$ cat src/rtl/usb_ls_tx_pkg.sv
package usb_ls_tx_pkg;

   // line symbol as {dp, dm}
   typedef enum logic [1:0] {
      LINE_SE0 = 2'b00,
      LINE_J   = 2'b01,
      LINE_K   = 2'b10
   } line_t;

   typedef enum logic [2:0] {
      ST_IDLE,
      ST_ARM,
      ST_SEND,
      ST_SE0_1,
      ST_SE0_2,
      ST_EOP_J
   } tx_state_t;

   function automatic line_t line_flip(input line_t l);
      return (l == LINE_J) ? LINE_K : LINE_J;
   endfunction

endpackage

$ cat src/rtl/usb_ls_tx_src.sv
// Byte supply: counts packet bytes and selects the caller stream or the
// internally built handshake bytes.
module usb_ls_tx_src
   import usb_ls_tx_pkg::*;
#(
   parameter int                BYTE_W  = 8,
   parameter int                CNT_W   = 8,
   parameter logic [BYTE_W-1:0] PID_ACK = 8'hD2,
   parameter logic [BYTE_W-1:0] PID_NAK = 8'h5A
) (
   input  logic              clk,
   input  logic              rst_n,
   input  logic              load,
   input  logic              load_hs,
   input  logic              load_ack,
   input  logic [CNT_W-1:0]  load_cnt,
   input  logic              take,
   input  logic [BYTE_W-1:0] ext_byte,
   output logic [BYTE_W-1:0] byte_out,
   output logic              have_byte,
   output logic              ext_ready
);

   localparam logic [BYTE_W-1:0] SYNC_PAT = BYTE_W'(1) << (BYTE_W - 1);
   localparam logic [CNT_W-1:0]  HS_LEN   = CNT_W'(2);

   logic [CNT_W-1:0]  left_q;
   logic              hs_q;
   logic              ack_q;
   logic [BYTE_W-1:0] hs_byte;

   always_ff @(posedge clk) begin
      if (!rst_n) begin
         left_q <= '0;
         hs_q   <= 1'b0;
         ack_q  <= 1'b0;
      end else if (load) begin
         left_q <= load_hs ? HS_LEN : load_cnt;
         hs_q   <= load_hs;
         ack_q  <= load_ack;
      end else if (take && have_byte) begin
         left_q <= left_q - CNT_W'(1);
      end
   end

   assign have_byte = (left_q != '0);
   assign hs_byte   = (left_q == HS_LEN) ? SYNC_PAT : (ack_q ? PID_ACK : PID_NAK);
   assign byte_out  = hs_q ? hs_byte : ext_byte;
   assign ext_ready = take && have_byte && !hs_q;

endmodule

$ cat src/rtl/usb_ls_tx_enc.sv
// Serializer: bit order, stuffing and NRZI line state.
module usb_ls_tx_enc
   import usb_ls_tx_pkg::*;
#(
   parameter int BYTE_W    = 8,
   parameter int STUFF_RUN = 6
) (
   input  logic              clk,
   input  logic              rst_n,
   input  logic              init,
   input  logic              step,
   input  logic              have_byte,
   input  logic [BYTE_W-1:0] byte_in,
   output logic              take,
   output logic              drained,
   output line_t             sym
);

   localparam int BC_W  = $clog2(BYTE_W + 1);
   localparam int RUN_W = $clog2(STUFF_RUN + 1);
   localparam logic [RUN_W-1:0] RUN_LOAD = RUN_W'(STUFF_RUN);
   localparam logic [BC_W-1:0]  BIT_LOAD = BC_W'(BYTE_W - 1);

   logic [BYTE_W-1:0] sh_q;
   logic [BC_W-1:0]   bits_q;
   logic [RUN_W-1:0]  run_q;
   line_t             sym_q;

   logic stuff_now;
   logic in_byte;
   logic cur_bit;
   logic bit_go;

   always_comb begin
      stuff_now = (run_q == '0);
      in_byte   = (bits_q != '0);
      cur_bit   = in_byte ? sh_q[0] : byte_in[0];
      bit_go    = step && !stuff_now && (in_byte || have_byte);
   end

   assign take    = step && !stuff_now && !in_byte && have_byte;
   assign drained = !stuff_now && !in_byte && !have_byte;
   assign sym     = sym_q;

   always_ff @(posedge clk) begin
      if (!rst_n) begin
         sh_q   <= '0;
         bits_q <= '0;
         run_q  <= RUN_LOAD;
         sym_q  <= LINE_J;
      end else if (init) begin
         sh_q   <= '0;
         bits_q <= '0;
         run_q  <= RUN_LOAD;
         sym_q  <= LINE_J;
      end else if (step && stuff_now) begin
         sym_q <= line_flip(sym_q);
         run_q <= RUN_LOAD;
      end else if (bit_go) begin
         if (in_byte) begin
            sh_q   <= sh_q >> 1;
            bits_q <= bits_q - BC_W'(1);
         end else begin
            sh_q   <= byte_in >> 1;
            bits_q <= BIT_LOAD;
         end
         if (!cur_bit) begin
            sym_q <= line_flip(sym_q);
            run_q <= RUN_LOAD;
         end else begin
            run_q <= run_q - RUN_W'(1);
         end
      end
   end

   AST_STUFF_FLIPS: assert property (@(posedge clk) disable iff (!rst_n)
      (step && stuff_now) |=> (sym_q != $past(sym_q)))
      else $error("stuffed symbol did not flip the line");

   AST_SYM_HOLDS: assert property (@(posedge clk) disable iff (!rst_n)
      (!step && !init) |=> $stable(sym_q))
      else $error("line symbol moved without a bit step");

endmodule

$ cat src/rtl/usb_ls_tx_seq.sv
// Packet sequencer: arming, end-of-packet, release and address commit.
module usb_ls_tx_seq
   import usb_ls_tx_pkg::*;
#(
   parameter int ADDR_W = 7
) (
   input  logic              clk,
   input  logic              rst_n,
   input  logic              bit_en,
   input  logic              req_data,
   input  logic              req_hs,
   input  logic              drained,
   input  line_t             sym,
   input  logic [ADDR_W-1:0] new_addr,
   output logic              accept,
   output logic              step,
   output line_t             line,
   output logic              drive,
   output logic              busy,
   output logic              done,
   output logic [ADDR_W-1:0] addr
);

   tx_state_t         st_q;
   logic              data_q;
   logic              done_q;
   logic [ADDR_W-1:0] addr_q;

   assign accept = (st_q == ST_IDLE) && (req_data || req_hs);
   assign step   = bit_en && ((st_q == ST_ARM) || (st_q == ST_SEND));
   assign busy   = (st_q != ST_IDLE);
   assign done   = done_q;
   assign addr   = addr_q;

   always_ff @(posedge clk) begin
      if (!rst_n) begin
         st_q   <= ST_IDLE;
         data_q <= 1'b0;
         done_q <= 1'b0;
         addr_q <= '0;
      end else begin
         done_q <= 1'b0;
         case (st_q)
            ST_IDLE: begin
               if (accept) begin
                  st_q   <= ST_ARM;
                  data_q <= req_data;
               end
            end
            ST_ARM, ST_SEND: begin
               if (bit_en) st_q <= drained ? ST_SE0_1 : ST_SEND;
            end
            ST_SE0_1: begin
               if (bit_en) st_q <= ST_SE0_2;
            end
            ST_SE0_2: begin
               if (bit_en) st_q <= ST_EOP_J;
            end
            ST_EOP_J: begin
               if (bit_en) begin
                  st_q   <= ST_IDLE;
                  done_q <= 1'b1;
                  if (data_q) addr_q <= new_addr;
               end
            end
            default: st_q <= ST_IDLE;
         endcase
      end
   end

   always_comb begin
      case (st_q)
         ST_ARM:             begin line = LINE_J;   drive = 1'b1; end
         ST_SEND:            begin line = sym;      drive = 1'b1; end
         ST_SE0_1, ST_SE0_2: begin line = LINE_SE0; drive = 1'b1; end
         ST_EOP_J:           begin line = LINE_J;   drive = 1'b1; end
         default:            begin line = LINE_SE0; drive = 1'b0; end
      endcase
   end

   AST_DONE_RELEASED: assert property (@(posedge clk) disable iff (!rst_n)
      done_q |-> (!drive && line == LINE_SE0))
      else $error("bus still driven at completion");

   AST_ADDR_ONLY_AT_DONE: assert property (@(posedge clk) disable iff (!rst_n)
      !$stable(addr_q) |-> done_q)
      else $error("address changed outside completion");

   AST_HS_KEEPS_ADDR: assert property (@(posedge clk) disable iff (!rst_n)
      (done_q && !data_q) |-> $stable(addr_q))
      else $error("handshake changed the address");

endmodule

$ cat src/rtl/usb_ls_tx.sv
module usb_ls_tx
   import usb_ls_tx_pkg::*;
#(
   parameter int                BYTE_W    = 8,
   parameter int                CNT_W     = 8,
   parameter int                ADDR_W    = 7,
   parameter int                STUFF_RUN = 6,
   parameter bit                HS_EN     = 1'b1,
   parameter logic [BYTE_W-1:0] PID_ACK   = 8'hD2,
   parameter logic [BYTE_W-1:0] PID_NAK   = 8'h5A
) (
   input  logic              clk,
   input  logic              rst_n,
   input  logic              bit_en,
   input  logic              tx_start,
   input  logic [CNT_W-1:0]  tx_count,
   output logic              tx_ready,
   input  logic [BYTE_W-1:0] tx_data,
   input  logic              hs_start,
   input  logic              hs_ack,
   input  logic [ADDR_W-1:0] new_addr,
   output logic              dp,
   output logic              dm,
   output logic              dp_oe,
   output logic              dm_oe,
   output logic              tx_busy,
   output logic              tx_done,
   output logic [ADDR_W-1:0] dev_addr
);

   if (BYTE_W < 2) begin : g_chk_byte
      $error("BYTE_W must be at least 2");
   end
   if (CNT_W < 2) begin : g_chk_cnt
      $error("CNT_W must be at least 2");
   end
   if (STUFF_RUN < 1) begin : g_chk_run
      $error("STUFF_RUN must be at least 1");
   end
   if (ADDR_W < 1) begin : g_chk_addr
      $error("ADDR_W must be at least 1");
   end

   logic              hs_req;
   logic              accept;
   logic              step;
   logic              take;
   logic              drained;
   logic              have_byte;
   logic [BYTE_W-1:0] cur_byte;
   line_t             enc_sym;
   line_t             bus_line;
   logic              drive;

   if (HS_EN) begin : g_hs_on
      assign hs_req = hs_start;
   end else begin : g_hs_off
      assign hs_req = 1'b0;
   end

   usb_ls_tx_seq #(.ADDR_W(ADDR_W)) u_seq (
      .clk      (clk),
      .rst_n    (rst_n),
      .bit_en   (bit_en),
      .req_data (tx_start),
      .req_hs   (hs_req),
      .drained  (drained),
      .sym      (enc_sym),
      .new_addr (new_addr),
      .accept   (accept),
      .step     (step),
      .line     (bus_line),
      .drive    (drive),
      .busy     (tx_busy),
      .done     (tx_done),
      .addr     (dev_addr)
   );

   usb_ls_tx_src #(
      .BYTE_W  (BYTE_W),
      .CNT_W   (CNT_W),
      .PID_ACK (PID_ACK),
      .PID_NAK (PID_NAK)
   ) u_src (
      .clk       (clk),
      .rst_n     (rst_n),
      .load      (accept),
      .load_hs   (!tx_start),
      .load_ack  (hs_ack),
      .load_cnt  (tx_count),
      .take      (take),
      .ext_byte  (tx_data),
      .byte_out  (cur_byte),
      .have_byte (have_byte),
      .ext_ready (tx_ready)
   );

   usb_ls_tx_enc #(
      .BYTE_W    (BYTE_W),
      .STUFF_RUN (STUFF_RUN)
   ) u_enc (
      .clk       (clk),
      .rst_n     (rst_n),
      .init      (accept),
      .step      (step),
      .have_byte (have_byte),
      .byte_in   (cur_byte),
      .take      (take),
      .drained   (drained),
      .sym       (enc_sym)
   );

   assign dp    = bus_line[1];
   assign dm    = bus_line[0];
   assign dp_oe = drive;
   assign dm_oe = drive;

   AST_READY_ON_BIT: assert property (@(posedge clk) disable iff (!rst_n)
      tx_ready |-> bit_en)
      else $error("byte fetched outside a bit step");

   AST_LINE_ON_BIT: assert property (@(posedge clk) disable iff (!rst_n)
      (dp_oe && $past(dp_oe) && !$stable({dp, dm})) |-> $past(bit_en))
      else $error("line changed without bit enable");

endmodule

$ cat config.mk
export PLATFORM = sky130hd
export DESIGN_NAME = usb_ls_tx
export DESIGN_NICKNAME = d
export VERILOG_FILES = /design/src/rtl/usb_ls_tx_pkg.sv /design/src/rtl/usb_ls_tx_src.sv /design/src/rtl/usb_ls_tx_enc.sv /design/src/rtl/usb_ls_tx_seq.sv /design/src/rtl/usb_ls_tx.sv
export SDC_FILE = /design/constraint.sdc
export NUM_CORES = 1
export LEC_CHECK = 0
export BUFFER_PORTS_ARGS = -buffer_cell sky130_fd_sc_hd__buf_2
export CAP_MARGIN = 20
export CORE_ASPECT_RATIO = 1.75
export CORE_MARGIN = 3
export CORE_UTILIZATION = 50
export DETAILED_ROUTE_END_ITERATION = 12
export GPL_TIMING_DRIVEN = 0
export PLACE_DENSITY = 0.74
export SLEW_MARGIN = 20
export SYNTH_ARGS = -nofsm -noshare
export SYNTH_HDL_FRONTEND = slang
export SYNTH_SLANG_ARGS = --single-unit
$ cat constraint.sdc
create_clock -name clk -period 2.6 [get_ports clk]
set_clock_uncertainty 0.2 [all_clocks]
set_input_delay 0.78 -clock clk [delete_from_list [all_inputs] [get_ports clk]]
set_output_delay 0.78 -clock clk [all_outputs]
set_load 0.03 [all_outputs]
==> After elaboration in Yosys (flattened, before gate mapping) <==
Cells that the tools add are included.
{ "classes": {"bitwise": 2, "n_mux": 24, "n_addsub": 3, "reduce_logical": 37, "n_eq_ne": 13} }
{ "op_table": {"columns": ["cell", "n"], "rows": [
  ["8-bit 2-to-1 mux", 6],
  ["3-bit 2-to-1 mux", 6],
  ["3-bit case mux with 5 select lines", 1],
  ["2-bit != test (second input constant)", 6],
  ["1-bit logical AND", 11],
  ["8-bit by 2-bit equality test with 1-bit output (second input constant)", 1],
  ["2-bit 2-to-1 mux", 4],
  ["2-bit AND reduction", 4],
  ["8-bit nonzero test", 1],
  ["8-bit by 1-bit subtractor with 8-bit output (second input constant)", 1],
  ["7-bit 2-to-1 mux", 1],
  ["3-bit by 2-bit equality test with 1-bit output (second input constant)", 2],
  ["3-bit equality test (second input constant)", 2],
  ["3-bit logical NOT", 2],
  ["2-bit OR reduction", 3],
  ["1-bit logical NOT", 5],
  ["5-bit AND reduction", 1],
  ["5-bit OR reduction", 1],
  ["1-bit 2-to-1 mux", 4],
  ["4-bit 2-to-1 mux", 1],
  ["2-bit case mux with 2 select lines", 1],
  ["2-bit nonzero test", 2],
  ["4-bit nonzero test", 1],
  ["4-bit by 1-bit subtractor with 4-bit output (second input constant)", 1],
  ["other kinds (8)", 11]
]} }
{ "totals": {"input_bits": 29, "ff_bits": 39, "output_inout_bits": 14} }

==> Longest topological paths before layout <==
{ "logic_depth": {"depth_word": 9, "depth_mapped": 8, "mapped_depth_nobuf": 7} }

==> Hierarchy <==
A second synthesis with hierarchy kept.
{ "unflattened": {"cells_unflattened": 250, "hier_area_um2": 2185.8} }
{ "by_module_without_submodules": {"columns": ["mod", "seq_area_each_um2", "cells_per_inst", "instances", "area_per_inst_um2"], "rows": [
  ["usb_ls_tx_enc", 320.3, 97, 1, 875.8],
  ["usb_ls_tx_src", 200.2, 89, 1, 705.7],
  ["usb_ls_tx_seq", 240.2, 62, 1, 593.1],
  ["usb_ls_tx", 0.0, 2, 1, 11.3]
]} }

==> Worst setup path before layout <==
No wires, ideal clock.
{ "synth_timing": {"path_type": "input port to output port", "startpoint": "input bit_en", "endpoint": "output tx_ready", "arrival_time_ns": 1.991, "cell_stages": 5, "t_required_ns": 1.620, "path_slack_ns": -0.371, "cell_sequence": "clkbuf_1 -> nand2b_1 -> nor4_4 -> nand2_1 -> nor2_1"} }
{ "synth_between": {"elab_chain_len": 6} }
{ "synth_rtl": {"columns": ["item", "line", "rtl"], "rows": [
  ["start: declaration", "usb_ls_tx.sv:14", "input logic bit_en,"],
  ["1-bit logical AND", "usb_ls_tx_seq.sv:30", "assign step = bit_en && ((st_q == ST_ARM) || (st_q == ST_SEND));"],
  ["1-bit logical AND (3 in series)", "usb_ls_tx_enc.sv:41", "assign take = step && !stuff_now && !in_byte && have_byte;"],
  ["1-bit logical AND (2 in series)", "usb_ls_tx_src.sv:49", "assign ext_ready = take && have_byte && !hs_q;"],
  ["end: declaration", "usb_ls_tx.sv:17", "output logic tx_ready,"]
]} }
Every way passes these cells.

==> Final worst setup path <==
{ "layout_timing": {"startpoint": "register u_enc.bits_q[0]", "endpoint": "output tx_ready"} }
{ "layout_between": {"elab_chain_len": 6} }
{ "layout_rtl": {"columns": ["item", "line", "rtl"], "rows": [
  ["start: declaration", "usb_ls_tx_enc.sv:25", "logic [BC_W-1:0] bits_q;"],
  ["start signal: assignment", "usb_ls_tx_enc.sv:62", "bits_q <= bits_q - BC_W'(1);"],
  ["4-bit nonzero test", "usb_ls_tx_enc.sv:36", "in_byte = (bits_q != '0);"],
  ["1-bit logical NOT", "usb_ls_tx_enc.sv:41", null],
  ["1-bit logical AND (2 in series)", "usb_ls_tx_enc.sv:41", null],
  ["1-bit logical AND (2 in series)", "usb_ls_tx_src.sv:49", null]
]} }
Every way passes these cells.

==> results.tsv <==
metric	value	unit
status	complete, but fails checks	
violations	negative setup slack	
power.leakage	1.13	nW
hold_viol_final	0	
hold_class	reg2reg	
syn_avg_cell_area	8.85	µm²
cpMaxStageDelayCell	or3b_4	
path_clk_slew	70	ps
htree_levels	2	
irDropWorstVdd	705	µV
syn_area	0.00207	mm²
cts_root_buf	clkbuf_8	
yosys_most_used_dff	dfxtp_1	
fmax	0.364	GHz
yosysTopAreaCell	dfxtp_1	
combPwrFrac	42.1	%
final_common_cell	buf_2	
ys_seq_area_share	36.7	%
coreArea	0.00394	mm²
placed_cell_area	0.00236	mm²
relSlewSlack	39.1	%
nFillCells	347	
via_count	1911	
cts_buffers	5	
internal-power	1.49	mW
reg2regPathDepth	9	
pwr-share-seq	31.6	%
routed_via_density	5.69	
cts_tree	done	
maxSlewViolCount	0	
path_depth	7	
dieArea	0.00498	mm²
switching_share	37.4	%
cp.required	1620	ps
finalCritPeriodShare	106	%
synth_edf_count	0	
antenna_found_initial	0	
syn2layout_area_growth	24.3	%
crit_family	simple AND/OR/NAND/NOR gates	
port_buffers	41	
num_rows	30	
ios	43	
routed_wl	4840	µm
cts.path.max_buffers	2	
diodes	0	
drc_errors	0	
ys_top_cells_by_area	dfxtp_1 37%, ha_1 4.2%, nor2_1 3.4%, mux2i_1 3.4%, nand2_1 3.1%	
multi_input_area	0.00125	mm²
path_buf_inv	2	
cp-end-kind	output pin	
synth_cell_types	60	
final_cell_mix	40 x buf_2, 36 x dfxtp_1, 18 x nor2_1, 16 x nand2_1	
fp.dieH	91.2	µm
dieWidth	54.7	µm
power_density	923	mW/mm²
drive_gt1_share	30.6	%
p_switching	0.890	mW
synth_top_area_share	36.7	%
drt_iter0_drc	55	
clock_latency	290	ps
fin_crit	2750	ps
cts_sinks	38	
synth_nets	270	
total_power	2.38	mW
gp_congestion	0.827	
grt_first_pass_wirelength	7790	µm
critPathKind	reg2out	
postLayoutCellArea	0.00257	mm²
ys_async_sr_fraction	0	%
start_kind	flop	
max_cap_viol_count	0	
dp_hpwl	3560	µm
setup_viol	1	
holdPathStages	2	
wl_per_cell	14.4	µm
synth_seq_cells	38	
grt_start_max_net_pins	13	
nets	323	
first_pass_iters	4	
rsz0062_at_grt	true	
cp.arrival	1770	ps
track_usage	20.8	%
setup_ws	-148	ps
synthCells	234	
pwr-share-clk	26.3	%
path_max_fanout	2	
path_cells	inv_2, ha_4, or3b_4, nor4_4, nand2_2, nor2_4, buf_6	
antenna_left	0	
tightest_slew	912	ps
start_util	52.6	%
max_stage_delay	390	ps
synth_warnings	0	
grt_pass1_vias	1815	
grt_overflow	0	
regArea	763	µm²
-- state kept, by name, indices dropped and copies added, names as in the netlist --
signal,cells
u_enc.sym,2
u_seq.addr,7
u_seq.data_q,1
u_src.ack_q,1
u_enc.run_q,3
u_enc.bits_q,4
u_src.left_q,8
u_enc.sh_q,7
u_seq.st_q,3
u_src.hs_q,1
u_seq.done,1
-- power by group through the flow --
stage	Combinational [mW]	Clock (mW)	Sequential, mW
final	1.00	0.624	0.752
after global routing	1.11	0.657	0.760
after CTS	0.995	0.637	0.748
after detailed placement	0.948	0	0.759
after global placement	0.941	0	0.757
after floorplan	0.757	0	0.739
-- cell type report --
type	count	share of cell area (%)
plain buffers	12	2.48
clock inverters	2	2.33
well taps	48	2.33
multi-input cells	173	48.7
clock buffers	6	3.21
repair buffers	46	9.67
inverters	11	1.60
flip-flops and latches	38	29.6
-- timing repair --
item                                    in CTS  in global routing
buffers inserted                             5                  0
hold endpoints to repair                     0                  0
resized for setup                           11                  4
pin swaps                                    4                  0
hold buffers                                 0                  0
endpoints found under the setup margin       1                  3
-- cell usage after synthesis (2+ instances only) --
master    instances
nor3b_1           3
dfxtp_1          38
nor2b_1           9
clkbuf_1          8
nor4b_1           2
nor2_1           19
xor2_1            2
o211ai_1          5
and2_1            6
nand2b_1          2
ha_1              7
a211oi_1          4
o21ai_0           3
nand2_1          17
a31oi_1           7
o21ai_1           7
nand4_1           3
o21a_1            5
o221a_1           3
nor3_2            2
inv_1            10
mux2i_1           7
nor4_4            2
o21bai_1          3
buf_4             4
a311oi_1          2
nand3_1           4
nor3_1            8
and3_1            3
a21oi_1           9
-- routing by layer --
| metal | wire length, µm | GRT usage, % |
|---|---|---|
| met3 | 250 | 5.25 |
| met4 | 78 | 9.77 |
| met1 | 1910 | 23.7 |
| met2 | 2600 | 34.2 |
| met5 | 0 | 0 |
-- per-stage QoR --
stage,utilization (%),instances,setup WS (ps),setup TNS [ps],hold slack (ps)
after floorplan,-,234,25.4,0,232
after global placement,59.8,323,-247,-247,240
after detailed placement,59.8,323,-241,-241,245
after CTS,65.3,336,-153,-153,257
after global routing,65.3,336,-243,-243,273
final,65.3,336,-148,-148,257
-- cells by family (layout without fill, tap and decap cells) --
kind of cell | Yosys count | in the layout | synth area share (%)
simple gates | 89 | 89 | 25.1
compound gates | 66 | 66 | 23.6
flops | 38 | 38 | 36.7
buf+inv | 23 | 77 | 4.89
fa+ha+maj | 8 | 8 | 4.71
mux | 7 | 7 | 3.38
xor+xnor | 3 | 3 | 1.63
-- tightest hold or removal path: cells and delay by family, from the launching register on --
kind             cells  cell delay, ps
AO/OA/AOI/OAI        1              50
AND/OR/NAND/NOR      1              50
flip-flops           1             310
-- worst paths after layout --
path,startpoint,endpoint,slack (ps)
worst min register to register,u_enc.run_q[0]$_SDFFE_PP0P_,u_enc.run_q[0]$_SDFFE_PP0P_,260
worst max-delay path,u_enc.bits_q[0]$_SDFFE_PP0P_,tx_ready,-150
worst max register to register,u_enc.bits_q[0]$_SDFFE_PP0P_,u_src.left_q[3]$_SDFFE_PN0P_,350
worst min-delay path,u_enc.run_q[0]$_SDFFE_PP0P_,u_enc.run_q[0]$_SDFFE_PP0P_,260
(Power assumes the default switching activity.)
